[src/rtl/pt_xlate.sv]
module pt_xlate #(
  parameter int VA_W = 32,
  parameter int OFS_W = 12,
  parameter int DW = 32,
  parameter logic [DW-1:0] BASE_RST = '0
) (
  input  logic            clk,
  input  logic            rst_n,
  input  logic            base_we,
  input  logic [DW-1:0]   base_wdata,
  input  logic            cpu_req_valid,
  output logic            cpu_req_ready,
  input  logic [VA_W-1:0] cpu_vaddr,
  input  logic            cpu_write,
  input  logic [DW-1:0]   cpu_wdata,
  input  logic            cpu_super,
  output logic            cpu_rsp_valid,
  output logic [DW-1:0]   cpu_rsp_data,
  output logic [1:0]      cpu_fault,
  output logic [VA_W-1:0] cpu_fault_vaddr,
  output logic            mem_req_valid,
  input  logic            mem_req_ready,
  output logic [DW-1:0]   mem_req_addr,
  output logic            mem_req_write,
  output logic [DW-1:0]   mem_req_wdata,
  input  logic            mem_rsp_valid,
  input  logic [DW-1:0]   mem_rsp_data
);
  localparam int VPN_W  = VA_W - OFS_W;
  localparam int PPN_W  = DW - OFS_W;
  localparam int ENT_SH = $clog2(DW / 8);
  localparam int B_V = 0, B_R = 1, B_W = 2, B_S = 3;
  localparam logic [1:0] F_NONE = 2'd0, F_PAGE = 2'd1, F_PROT = 2'd2;

  typedef enum logic [2:0] {S_IDLE, S_PTE_REQ, S_PTE_WAIT, S_DAT_REQ, S_DAT_WAIT, S_RESP} st_t;

  st_t             st;
  logic [DW-1:0]   base_q, pte_addr_q, wd_q, rdata_q;
  logic [VA_W-1:0] va_q, fva_q;
  logic [PPN_W-1:0] ppn_q;
  logic            wr_q, sup_q;
  logic [1:0]      fault_q;
  logic            accept, deny;
  logic [DW-1:0]   vpn_ext;

  assign accept  = cpu_req_valid && cpu_req_ready;
  assign vpn_ext = {{(DW-VPN_W){1'b0}}, cpu_vaddr[VA_W-1:OFS_W]};
  assign deny    = (!sup_q && mem_rsp_data[B_S]) ||
                   ( wr_q && !mem_rsp_data[B_W]) ||
                   (!wr_q && !mem_rsp_data[B_R]);

  assign cpu_req_ready   = (st == S_IDLE);
  assign cpu_rsp_valid   = (st == S_RESP);
  assign cpu_rsp_data    = rdata_q;
  assign cpu_fault       = fault_q;
  assign cpu_fault_vaddr = fva_q;
  assign mem_req_valid   = (st == S_PTE_REQ) || (st == S_DAT_REQ);
  assign mem_req_addr    = (st == S_DAT_REQ) ? {ppn_q, va_q[OFS_W-1:0]} : pte_addr_q;
  assign mem_req_write   = (st == S_DAT_REQ) && wr_q;
  assign mem_req_wdata   = wd_q;

  always_ff @(posedge clk) begin
    if (!rst_n) begin
      st         <= S_IDLE;
      base_q     <= BASE_RST;
      pte_addr_q <= '0;
      wd_q       <= '0;
      rdata_q    <= '0;
      va_q       <= '0;
      fva_q      <= '0;
      ppn_q      <= '0;
      wr_q       <= 1'b0;
      sup_q      <= 1'b0;
      fault_q    <= F_NONE;
    end else begin
      if (base_we) base_q <= base_wdata;
      case (st)
        S_IDLE: if (accept) begin
          pte_addr_q <= base_q + (vpn_ext << ENT_SH);
          va_q       <= cpu_vaddr;
          wr_q       <= cpu_write;
          wd_q       <= cpu_wdata;
          sup_q      <= cpu_super;
          fault_q    <= F_NONE;
          fva_q      <= '0;
          st         <= S_PTE_REQ;
        end
        S_PTE_REQ: if (mem_req_ready) st <= S_PTE_WAIT;
        S_PTE_WAIT: if (mem_rsp_valid) begin
          if (!mem_rsp_data[B_V]) begin
            fault_q <= F_PAGE;
            fva_q   <= va_q;
            rdata_q <= '0;
            st      <= S_RESP;
          end else if (deny) begin
            fault_q <= F_PROT;
            fva_q   <= va_q;
            rdata_q <= '0;
            st      <= S_RESP;
          end else begin
            ppn_q <= mem_rsp_data[DW-1:OFS_W];
            st    <= S_DAT_REQ;
          end
        end
        S_DAT_REQ: if (mem_req_ready) st <= S_DAT_WAIT;
        S_DAT_WAIT: if (mem_rsp_valid) begin
          rdata_q <= wr_q ? '0 : mem_rsp_data;
          st      <= S_RESP;
        end
        S_RESP: st <= S_IDLE;
        default: st <= S_IDLE;
      endcase
    end
  end

  a_r8_busy_no_accept: assert property (@(posedge clk) disable iff (!rst_n)
    mem_req_valid |-> !cpu_req_ready);

  a_r8_rsp_then_idle: assert property (@(posedge clk) disable iff (!rst_n)
    cpu_rsp_valid |=> cpu_req_ready && !cpu_rsp_valid);

  a_r12_req_stable: assert property (@(posedge clk) disable iff (!rst_n)
    (mem_req_valid && !mem_req_ready) |=>
      (mem_req_valid && $stable(mem_req_addr) && $stable(mem_req_write) && $stable(mem_req_wdata)));

  a_r9_fault_hold: assert property (@(posedge clk) disable iff (!rst_n)
    !accept |=> (cpu_rsp_valid || ($stable(cpu_fault) && $stable(cpu_fault_vaddr))));

  a_r5_fault_code: assert property (@(posedge clk) disable iff (!rst_n)
    cpu_fault != 2'd3);

  a_r5_no_write_on_fault: assert property (@(posedge clk) disable iff (!rst_n)
    (cpu_rsp_valid && cpu_fault != F_NONE) |-> cpu_rsp_data == '0);
endmodule

[config.mk]
export PLATFORM = sky130hd
export DESIGN_NAME = pt_xlate
export DESIGN_NICKNAME = d
export VERILOG_FILES = /design/src/rtl/pt_xlate.sv
export SDC_FILE = /design/constraint.sdc
export NUM_CORES = 1
export LEC_CHECK = 0
export CAP_MARGIN = 30
export CELL_PAD_IN_SITES_DETAIL_PLACEMENT = 1
export CELL_PAD_IN_SITES_GLOBAL_PLACEMENT = 1
export CORE_MARGIN = 5
export CORE_UTILIZATION = 24
export DETAILED_ROUTE_END_ITERATION = 10
export MAX_ROUTING_LAYER = met4
export PLACE_DENSITY_LB_ADDON = 0.1
export SETUP_SLACK_MARGIN = 0.5
export SYNTH_ARGS = -nofsm -noshare
export SYNTH_HDL_FRONTEND = slang
export SYNTH_SLANG_ARGS = --single-unit
[constraint.sdc]
create_clock -name clk -period 4.38 [get_ports clk]
set_input_delay 0.657 -clock clk [delete_from_list [all_inputs] [get_ports clk]]
set_output_delay 0.657 -clock clk [all_outputs]
set_load 0.005 [all_outputs]
## After elaboration in Yosys (flattened, before gate mapping)

Index checks and enable logic that the tools add are counted.
Widths: inputs -> output; s select.

| storage, ports and cells | value |
|---|---|
| bits in registers | 219 |
| bits of input ports | 136 |
| output and inout port bits | 134 |
| word-level logic and storage cells | 69 |

| operators by class | value |
|---|---|
| add/subtract/negate cells | 1 |
| eq/ne operators | 11 |
| multiplexer cells | 25 |
| bitwise logic cells | 1 |
| reductions and logical operators | 20 |

Operators by type and width:

| cell | number |
|---|---|
| $mux 32 | 10 |
| $pmux 32 s2 | 2 |
| $add 32x22->32 | 1 |
| $mux 3 | 7 |
| $pmux 3 s5 | 1 |
| $reduce_and 4->1 | 3 |
| $mux 2 | 4 |
| $ne 2x2->1 const B | 4 |
| $eq 3x2->1 const B | 2 |
| $eq 3x3->1 const B | 2 |
| $logic_and 1x1->1 | 5 |
| $reduce_and 5->1 | 1 |
| $logic_not 1->1 | 4 |
| $pmux 2 s2 | 1 |
| $reduce_bool 2->1 | 2 |
| $eq 3x1->1 const B | 1 |
| $logic_not 3->1 | 1 |
| $logic_or 1x1->1 | 3 |
| $ne 3x3->1 const B | 1 |
| $ne 2x1->1 const B | 1 |
| $reduce_and 2->1 | 1 |
| $not 1->1 | 1 |

## Longest topological paths before layout

Gate-level depths: netlist of the first run.

| depth | value |
|---|---|
| depth after elaboration | 8 |
| depth in mapped cells | 10 |
| gate-level depth less buffers | 10 |

## Least setup slack after synthesis of the first run

OpenSTA, ideal clock, no wires.

| timing path | value |
|---|---|
| path kind | in2reg |
| from | input cpu_vaddr[12] |
| to | register pte_addr_q[24] |
| library setup time | 0.091 ns |
| data arrival time | 2.494 ns |
| data required time | 4.289 ns |
| slack | 1.796 ns |
| stages | 9 |
| path buffers | 0 |
| cell sequence | ha_1 -> inv_1 -> fa_1 -> nor2b_1 -> o31ai_2 -> o211ai_2 -> a31oi_4 -> or3_1 -> a311oi_1 |

| on the way | value |
|---|---|
| cells in the longest elaborated chain, start to end | 1 |

Ends and longest elaborated chain:

| what | RTL line | text |
|---|---|---|
| from (decl) | 13 | `input logic [VA_W-1:0] cpu_vaddr,` |
| $add 32x22->32 | 79 | `pte_addr_q <= base_q + (vpn_ext << ENT_SH);` |
| to (signal assigned) | 79 |  |
| to (decl) | 38 | `logic [DW-1:0] base_q, pte_addr_q, wd_q, rdata_q;` |

Every way passes these cells.
A chain may end at the register's enable or synchronous reset.

## Worst setup path after layout of the first run

| timing path | value |
|---|---|
| from | register st[2] |
| to | output mem_req_addr[13] |

| on the way | value |
|---|---|
| cells in the longest elaborated chain, start to end | 2 |

Ends and longest elaborated chain:

| what | RTL line | text |
|---|---|---|
| from (decl) | 37 | `st_t st;` |
| from (signal assigned) | 64 | `st <= S_IDLE;` |
| from (signal assigned) | 86 | `st <= S_PTE_REQ;` |
| from (signal assigned) | 88 | `S_PTE_REQ: if (mem_req_ready) st <= S_PTE_WAIT;` |
| $eq 3x2->1 | 58 | `assign mem_req_addr = (st == S_DAT_REQ) ? {ppn_q, va_q[OFS_W-1:0]} : pte_addr_q;` |
| $mux 32 | 58 |  |
| to (decl) | 23 | `output logic [DW-1:0] mem_req_addr,` |

Every way passes these cells.

==> results of run 1 <==
-- critical path: cells and delay by family (launching register included) --
family,cells,cell delay (ps)
AND/OR/NAND/NOR,2,450
flip-flops,1,510
multiplexers,1,380
buffers and inverters,2,920
-- flip-flops by register name, indices dropped and copies added (netlist names), 2 cells and up --
name / flops
va_q: 32
base_q: 32
ppn_q: 20
cpu_fault_vaddr: 32
st: 3
cpu_rsp_data: 32
pte_addr_q: 32
mem_req_wdata: 32
cpu_fault: 2
-- per-stage QoR --
stage	setup WS (ps)	utilization
2_1_floorplan	1800	-
3_3_place_gp	1020	0.323
3_5_place_dp	945	0.324
4_1_cts	854	0.347
5_1_grt	732	0.347
6_report	914	0.347
-- final cells by class --
| class | count | area, µm² | area share |
|---|---|---|---|
| Multi-Input combinational cell | 834 | 4680 | 0.347 |
| Clock inverter | 2 | 35.0 | 0.00260 |
| Sequential cell | 219 | 4380 | 0.325 |
| Antenna cell | 2 | 5.00 | 0.000371 |
| Clock buffer | 46 | 860 | 0.0638 |
| Timing Repair Buffer | 283 | 2820 | 0.209 |
| Tap cell | 518 | 648 | 0.0481 |
| Inverter | 12 | 50.0 | 0.00371 |
-- report_power, final --
part / internal (mW) / total, mW / switching [mW] / leakage [nW]
combinational: 0.367 / 0.778 / 0.411 / 2.67
clock: 1.38 / 2.25 / 0.871 / 0.438
sequential: 2.09 / 2.16 / 0.0695 / 1.79
-- cells in the final DEF, fill, tap and decap left out, types with 8 or more instances in the layout --
| cell type | netlist | routed |
|---|---|---|
| a21o_1 | 9 | 9 |
| a21oi_1 | 190 | 190 |
| buf_4 | 0 | 12 |
| clkbuf_1 | 51 | 10 |
| clkbuf_16 | 0 | 29 |
| clkdlybuf4s50_1 | 0 | 268 |
| dfxtp_1 | 219 | 219 |
| ha_1 | 20 | 20 |
| inv_1 | 10 | 10 |
| mux2_2 | 32 | 32 |
| mux2i_1 | 33 | 33 |
| nand2_1 | 288 | 287 |
| nand3_1 | 79 | 79 |
| nor2_1 | 50 | 49 |
| o21ai_0 | 16 | 16 |
| o21ai_1 | 9 | 8 |
| xnor2_1 | 12 | 12 |
-- final timing paths --
check	start	to	slack, ps	cells past startpoint
worst min register to register	cpu_rsp_data[22]	cpu_rsp_data[22]	450	2
worst min-delay path	cpu_rsp_data[22]	cpu_rsp_data[22]	450	2
worst max register to register	st[1]	ppn_q[0]	1670	6
worst max-delay path	st[2]	mem_req_addr[13]	910	5
-- cells in the mapped netlist (9+ instances only) --
library cell | n | area, µm²
a21o_1 | 9 | 67.6
a21oi_1 | 190 | 951
buf_2 | 22 | 110
clkbuf_1 | 51 | 191
dfxtp_1 | 219 | 4380
ha_1 | 20 | 250
inv_1 | 10 | 37.5
mux2_2 | 32 | 360
mux2i_1 | 33 | 330
nand2_1 | 288 | 1080
nand3_1 | 79 | 395
nor2_1 | 50 | 188
o21ai_0 | 16 | 80.1
o21ai_1 | 9 | 45.0
xnor2_1 | 12 | 105
-- logic make-up after synthesis --
kind of cell	count (synthesis)	share of synthesized area
adders and majority gates	21	0.0285
xor gates and xnor gates	19	0.0176
and+or+nand+nor	463	0.210
AOI/OAI and AO/OA	266	0.161
DFF	219	0.463
muxes	65	0.0729
buffers and inverters	98	0.0474
-- layer usage --
metal | wire, µm | global-route usage | up-vias
met5 | 0 | - | -
met4 | 548 | 0.0353 | 0
met3 | 1800 | 0.0324 | 37
met2 | 15100 | 0.237 | 180
met1 | 17100 | 0.216 | 4100
li1 | - | - | 4373
==> flow_metrics.env, run 1 <==
export IMPL_status="completed"
export IMPL_nFillCells=4567
export IMPL_cts_tree="built"
export IMPL_ys_seq_area_frac=0.463
export IMPL_design_area_um2=13500
export IMPL_vias=8690
export IMPL_final_setup_viol_count=0
export IMPL_hp_class="reg -> reg"
export IMPL_ant_nets=0
export IMPL_dp_cells=1866
export IMPL_drtPass1Iterations=4
export IMPL_grt_antenna_before_repair=2
export IMPL_hold_viol=0
export IMPL_netlist_area_um2=9480
export IMPL_cp_slowest_cell="dfxtp_1"
export IMPL_grt_pass1_wl_um=54100
export IMPL_die_area_um2=43600
export IMPL_synth_nets=1308
export IMPL_arrival_ps=2810
export IMPL_coreArea_um2=38800
export IMPL_cpPeakStageDelay_ps=510
export IMPL_cts_buffer_depth=3
export IMPL_cts_buffers=28
export IMPL_wl_per_cell_um=18.0
export IMPL_syn_inst=1151
export IMPL_die_w_um=209
export IMPL_cts_resized=0
export IMPL_syn_area_per_cell_um2=8.23
export IMPL_nets=1535
export IMPL_p_per_area_nw_per_um2=385
export IMPL_area_delta_synth_final_pct=42.2
export IMPL_insertion_delay_ps=540
export IMPL_slew_limit_headroom=0.410
export IMPL_worst_slew_pin_slew_ps=883
export IMPL_worst_setup_path_type="reg -> out"
export IMPL_cts_sinks=219
export IMPL_cp_max_fo=26
export IMPL_drive_above_1_share=0.0809
export IMPL_ioPinCount=270
export IMPL_holdBufCountCts=0
export IMPL_postRouteWirelength_um=34600
export IMPL_die_y_um=209
export IMPL_cts_htree_levels=1
export IMPL_grt_max_degree=88
export IMPL_path_clk_slew_ps=50
export IMPL_whs_ps=448
export IMPL_avgViaCountPerCell=4.54
export IMPL_post_route_drc_count=0
export IMPL_gp_congestion=0.762
export IMPL_fmax_mhz=289
export IMPL_start_util=0.244
export IMPL_clock_skew_ps=8.07
export IMPL_final_min_clock_period_ps=3470
export IMPL_yosysWarnings=0
export IMPL_critPathLaunchType="flip-flop"
export IMPL_period_share=0.791
export IMPL_cts_root_buf="clkbuf_16"
export IMPL_crit_chain="nor2b_1, nand2_1, buf_4, mux2_2, clkdlybuf4s50_1"
export IMPL_yosysUniqueCellTypes=63
export IMPL_grt_setup_unrepaired="no"
export IMPL_grt_ovfl_total=0
export IMPL_drtIter0Drc=312
export IMPL_grt_pass1_vias=9149
export IMPL_post_cts_setup_buffers=0
export IMPL_rows=72
export IMPL_tns_ps=0
export IMPL_postSynth_asyncResetShare=0
export IMPL_power_total_mw=5.18
export IMPL_place_hpwl_um=24700
export IMPL_final_cells=1916
export IMPL_maxSlewViolCount=0
export IMPL_crit_required_ps=3720
export IMPL_placed_area_um2=12600
export IMPL_ys_ff_latch=219
export IMPL_portBuffers=269
export IMPL_synth_edf_count=0
export IMPL_max_cap_violations=0
export IMPL_synth_main_ff_cell="dfxtp_1"
export IMPL_irDropWorstVdd_mv=0.240
export IMPL_p_leak_nw=4.90
export IMPL_grtUsageTotal=0.156
export IMPL_end_kind="output port"
(Power assumes the default switching activity.)
==> inputs of run 2 (changes only) <==
==> constraint.sdc (replaced) <==
create_clock -name clk -period 3.3 [get_ports clk]
set_input_delay 0.495 -clock clk [delete_from_list [all_inputs] [get_ports clk]]
set_output_delay 0.495 -clock clk [all_outputs]
set_load 0.005 [all_outputs]
==> run 2 against run 1 <==
  * Flip-flop and latch count did not move
  * Worst hold slack got worse by 110 ps
  * Non-clock buffer count rose by 7
  * Clock power rose by 29%
  * Total power rose by 32%
  * Highest routed layer unchanged
  * Critical path depth did not move
  * Count of clock-buffer cells in the layout fell by 5
  * Clock skew rose by 1.2 ps
  * Wire length rose by 0.47%
  * Die area did not move
  * Sequential power rose by 33%
==> flow_metrics.env, run 2 (synthesis gave the netlist of run 1 again) <==
export IMPL_insertion_delay_ps=540
export IMPL_holdBufCountCts=0
export IMPL_maxSlewViolCount=0
export IMPL_start_util=0.244
export IMPL_crit_chain="nor2b_4, nand2_2, buf_12, mux2_2, clkdlybuf4s50_1"
export IMPL_rows=72
export IMPL_reg2regPathDepth=9
export IMPL_cpPeakStageDelay_ps=510
export IMPL_cts_root_buf="clkbuf_16"
export IMPL_placed_area_um2=12700
export IMPL_power_frac_seq=0.419
export IMPL_cts_tree="built"
export IMPL_n_antenna_cell=0
export IMPL_end_kind="output port"
export IMPL_ioPinCount=270
export IMPL_nets=1542
export IMPL_fmax_mhz=371
export IMPL_swShare=0.267
export IMPL_coreArea_um2=38800
export IMPL_final_util=0.350
export IMPL_hp_class="in -> reg"
export IMPL_final_min_clock_period_ps=2700
export IMPL_cts_buffers=28
export IMPL_irDropWorstVdd_mv=0.348
export IMPL_vias=8718
export IMPL_postRouteWirelength_um=34700
export IMPL_grt_pass1_wl_um=54500
export IMPL_grt_max_degree=117
export IMPL_grt_pass1_vias=9063
export IMPL_internal_power_mw=5.01
export IMPL_die_area_um2=43600
export IMPL_period_share=0.818
export IMPL_hold_viol=0
export IMPL_die_w_um=209
export IMPL_design_area_um2=13600
export IMPL_whs_ps=334
export IMPL_max_cap_violations=0
export IMPL_worst_slew_pin_slew_ps=705
export IMPL_clock_skew_ps=9.31
export IMPL_hold_depth=3
export IMPL_place_hpwl_um=24900
export IMPL_layout_commonest_cell="nand2_1"
export IMPL_portBuffers=269
export IMPL_area_delta_synth_final_pct=43.3
export IMPL_status="completed"
export IMPL_drive_above_1_share=0.0912
export IMPL_worst_setup_path_type="reg -> out"
export IMPL_die_y_um=209
export IMPL_critPathLaunchType="flip-flop"
export IMPL_p_sw_mw=1.83
export IMPL_drtIter0Drc=274
export IMPL_crit_required_ps=2800
export IMPL_mostFrequentLayoutCells="286 x nand2_1, 268 x clkdlybuf4s50_1, 217 x dfxtp_1, 190 x a21oi_1, 79 x nand3_1"
export IMPL_post_route_drc_count=0
export IMPL_slew_limit_headroom=0.529
export IMPL_tns_ps=0
export IMPL_p_per_area_nw_per_um2=503
export IMPL_cts_buffer_depth=3
export IMPL_ant_nets=0
export IMPL_final_setup_viol_count=0
export IMPL_path_clk_slew_ps=60
export IMPL_avgViaCountPerCell=4.54
export IMPL_clock_power_share=0.425
export IMPL_grt_ovfl_total=0
export IMPL_p_comb_frac=0.156
export IMPL_cp_max_fo=21
export IMPL_cts_htree_levels=1
export IMPL_cp_slowest_cell="clkdlybuf4s50_1"
export IMPL_cts_sinks=219
export IMPL_grt_setup_unrepaired="no"
export IMPL_p_leak_nw=4.95
export IMPL_gp_congestion=0.747
export IMPL_drtPass1Iterations=4
export IMPL_arrival_ps=2200
export IMPL_grt_antenna_before_repair=0
export IMPL_wl_per_cell_um=18.1
export IMPL_grtUsageTotal=0.158
## run 2: changes by cell type in the layout (fill, tap and decap cells not counted), sizes merged
cell | before | now
bufinv | 1 | 0
clkinvlp | 0 | 2
buf | 15 | 22
clkinv | 1 | 5
clkbuf | 46 | 41
diode | 2 | 0
## run 2: metal layers
metal	track usage	up-vias	share of wire
met4	0.0304	0	0.014
met1	0.223	4136	0.50
met5	-	-	0
li1	-	4382	-
met3	0.0291	35	0.047
met2	0.239	165	0.44
## run 2: power groups by stage
| stage | clock, mW | combinational [mW] | sequential (mW) |
|---|---|---|---|
| 3_5_place_dp | 0 | 1.08 | 2.92 |
| 4_1_cts | 3.04 | 1.09 | 2.87 |
| 3_3_place_gp | 0 | 1.07 | 2.92 |
| 6_report | 2.90 | 1.06 | 2.87 |
| 5_1_grt | 3.13 | 1.18 | 2.88 |
| 2_1_floorplan | 0 | 0.553 | 2.88 |
## run 2: final timing paths
check             slack [ps]        startpoint          endpoint
setup / recovery         600             st[0]  mem_req_addr[19]
hold / removal           330           base_we         base_q[2]
setup reg to reg         790         base_q[2]    pte_addr_q[24]
hold reg to reg          450  cpu_rsp_data[23]  cpu_rsp_data[23]
## run 2: metrics by stage
step,power (mW),std cells,setup WS [ps]
after floorplan,3.44,1151,878
after global routing,7.19,1921,519
after CTS,7.00,1921,508
final,6.83,1921,601
after detailed placement,4.00,1873,87.0
after global placement,3.99,1872,120
## run 2: critical path, delay by kind of cell (launching register included)
family | cells | cell delay, ps
buf+inv | 2 | 690
mux | 1 | 340
flops | 1 | 370
simple gates | 2 | 250
## run 2: layout make-up
cell class | count | area (µm²)
clock inverter | 7 | 40.0
multi-input combinational | 834 | 4690
clock buffer | 41 | 831
sequential | 219 | 4390
inverter | 12 | 50.0
fill | 4568 | 25200
timing repair buffer | 290 | 2940
tap | 518 | 648
## run 2: repair_timing
| item | in CTS | in global routing |
|---|---|---|
| buffers inserted | 0 | 0 |
| gates resized for setup | 9 | 2 |
| setup endpoints to repair | 33 | 11 |
==> inputs of run 3 (changes only) <==
==> constraint.sdc (replaced) <==
create_clock -name clk -period 2.4 [get_ports clk]
set_input_delay 0.36 -clock clk [delete_from_list [all_inputs] [get_ports clk]]
set_output_delay 0.36 -clock clk [all_outputs]
set_load 0.005 [all_outputs]
==> run 3 against run 2 <==
  * Final cell count up 6.6%
  * Via count increased by 7.0%
  * Die area stayed put
  * Global-route usage increased by 0.72 points
  * Worst hold slack got worse by 160 ps
  * Total power increased by 53%
  * Largest cell class unchanged
==> flow_metrics.env, run 3 (synthesis gave the netlist of run 1 again) <==
export IMPL_grt_antenna_before_repair=0
export IMPL_worstHoldEndpoint="va_q[19]"
export IMPL_insertion_delay_ps=550
export IMPL_gp_congestion=0.776
export IMPL_final_setup_viol_count=0
export IMPL_cts_htree_levels=1
export IMPL_fmax_mhz=440
export IMPL_grt_ovfl_total=0
export IMPL_reg2reg_from="base_q[3]"
export IMPL_crit_required_ps=2040
export IMPL_hp_class="in -> reg"
export IMPL_drtPass1Iterations=4
export IMPL_grtUsageTotal=0.165
export IMPL_hold_viol=0
export IMPL_met3_usage=0.0283
export IMPL_vias=9328
export IMPL_critPathLaunchType="flip-flop"
export IMPL_cts_buffer_depth=3
export IMPL_cpPeakStageDelay_ps=330
export IMPL_hold_start="cpu_vaddr[19]"
export IMPL_arrival_ps=1910
export IMPL_rows=72
export IMPL_nets=1667
export IMPL_r2r_slack_ps=180
export IMPL_cts_buffers=28
export IMPL_post_route_drc_count=0
export IMPL_p_per_area_nw_per_um2=656
export IMPL_cts_tree="built"
export IMPL_coreArea_um2=38800
export IMPL_p_leak_nw=6.00
export IMPL_ant_nets=0
export IMPL_wl_per_cell_um=18.9
export IMPL_crit_family="buffers and inverters"
export IMPL_status="completed"
export IMPL_holdBufCountCts=0
export IMPL_n_antenna_cell=0
export IMPL_cp_max_fo=6
export IMPL_worst_setup_path_type="reg -> out"
export IMPL_path_clk_slew_ps=60
export IMPL_irDropWorstVdd_mv=0.473
export IMPL_avgViaCountPerCell=4.55
export IMPL_layout_commonest_cell="nand2_1"
export IMPL_die_w_um=209
export IMPL_cts_sinks=219
export IMPL_grt_setup_unrepaired="yes"
export IMPL_reg2regPathDepth=7
export IMPL_cp_slowest_cell="dfxtp_2"
export IMPL_busiest_layer="met2"
export IMPL_period_share=0.948
export IMPL_grt_pass1_vias=9643
export IMPL_cts_root_buf="clkbuf_16"
export IMPL_grt_pass1_wl_um=56900
export IMPL_drive_above_1_share=0.276
export IMPL_final_min_clock_period_ps=2270
export IMPL_place_hpwl_um=25900
export IMPL_dp_cells=1955
export IMPL_maxSlewViolCount=0
export IMPL_clock_skew_ps=11.2
export IMPL_die_y_um=209
export IMPL_path_buf_inv=3
export IMPL_portBuffers=269
export IMPL_end_kind="output port"
export IMPL_tns_ps=0
export IMPL_ioPinCount=270
export IMPL_start_util=0.244
export IMPL_worst_slew_pin_slew_ps=617
export IMPL_area_delta_synth_final_pct=68.3
export IMPL_final_cells=2048
export IMPL_grt_max_degree=84
export IMPL_hold_depth=3
export IMPL_drtIter0Drc=354
export IMPL_r2r_end="pte_addr_q[29]"
export IMPL_mostFrequentLayoutCells="280 x nand2_1, 227 x clkdlybuf4s50_1, 206 x dfxtp_1, 151 x a21oi_1, 86 x buf_4"
export IMPL_met1_usage=0.226
export IMPL_postRouteWirelength_um=38600
export IMPL_max_cap_violations=0
export IMPL_slew_limit_headroom=0.589
export IMPL_use_met2=0.260
export IMPL_die_area_um2=43600
export IMPL_crit_chain="nor2b_4, nand2_8, buf_12, buf_8, mux2_4, buf_6"
## run 3: changes by cell type in the layout (fill, tap and decap cells not counted), sizes merged, moves of 2 or more
cell / before / now
buf: 22 / 174
dlygate4sd2: 0 / 4
clkinvlp: 2 / 0
bufinv: 0 / 4
clkdlybuf4s50: 268 / 227
clkbuf: 41 / 46
## run 3: how the worst max path moves through the flow
stage,startpoint,endpoint,cells after the start
3_5_place_dp,cpu_vaddr[13],pte_addr_q[29],8
4_1_cts,st[0],mem_req_addr[11],6
5_1_grt,base_q[15],pte_addr_q[24],9
2_1_floorplan,cpu_vaddr[13],pte_addr_q[29],7
3_3_place_gp,cpu_vaddr[13],pte_addr_q[29],8
6_report,st[0],mem_req_addr[11],6
## run 3: where the power goes
part           switching [mW]  total, mW  leakage (nW)  internal, mW
combinational           0.984       2.04          3.73          1.05
sequential              0.144       3.96          1.79          3.81
clock                    1.69       4.47         0.484          2.78
total                    2.82       10.5          6.00          7.64
## run 3: metal layers
metal | vias to the layer above | wire, µm
met5 | - | 0
met4 | 0 | 476
met3 | 36 | 1660
met2 | 175 | 17700
met1 | 4466 | 18800
li1 | 4651 | -
## run 3: worst reg2reg max path: stages (launching register included)
cell and delay [ps]:
dfxtp_4 350, ha_4 210, a211o_1 310, a211o_1 340
a21o_1 220, a211oi_4 260, a21oi_2 120, a221o_1 300
## run 3: repair_timing
item,in CTS,in global routing
cloned,7,6
endpoints found under the setup margin,116,156
setup buffers,18,12
gates resized for setup,246,137
pin swaps,50,76
## run 3: area by class of cell
class | instances | area (µm²)
Sequential cell | 219 | 4410
Inverter | 12 | 50.0
Clock buffer | 39 | 813
Clock inverter | 11 | 159
Timing Repair Buffer | 413 | 4310
Tap cell | 518 | 648
Multi-Input combinational cell | 836 | 5560
Fill cell | 4444 | 22900
## run 3: metrics by stage
step / util / hold WS [ps] / worst slack (ps) / area [µm²] / power [mW]
5_1_grt: 0.411 / 180 / 62.7 / 16000 / 10.9
2_1_floorplan: - / 428 / 284 / 9690 / 4.77
6_report: 0.411 / 174 / 126 / 16000 / 10.5
3_3_place_gp: 0.348 / 438 / -445 / 13500 / 5.68
4_1_cts: 0.389 / 269 / 94.9 / 15100 / 10.4
3_5_place_dp: 0.348 / 444 / -484 / 13500 / 5.70
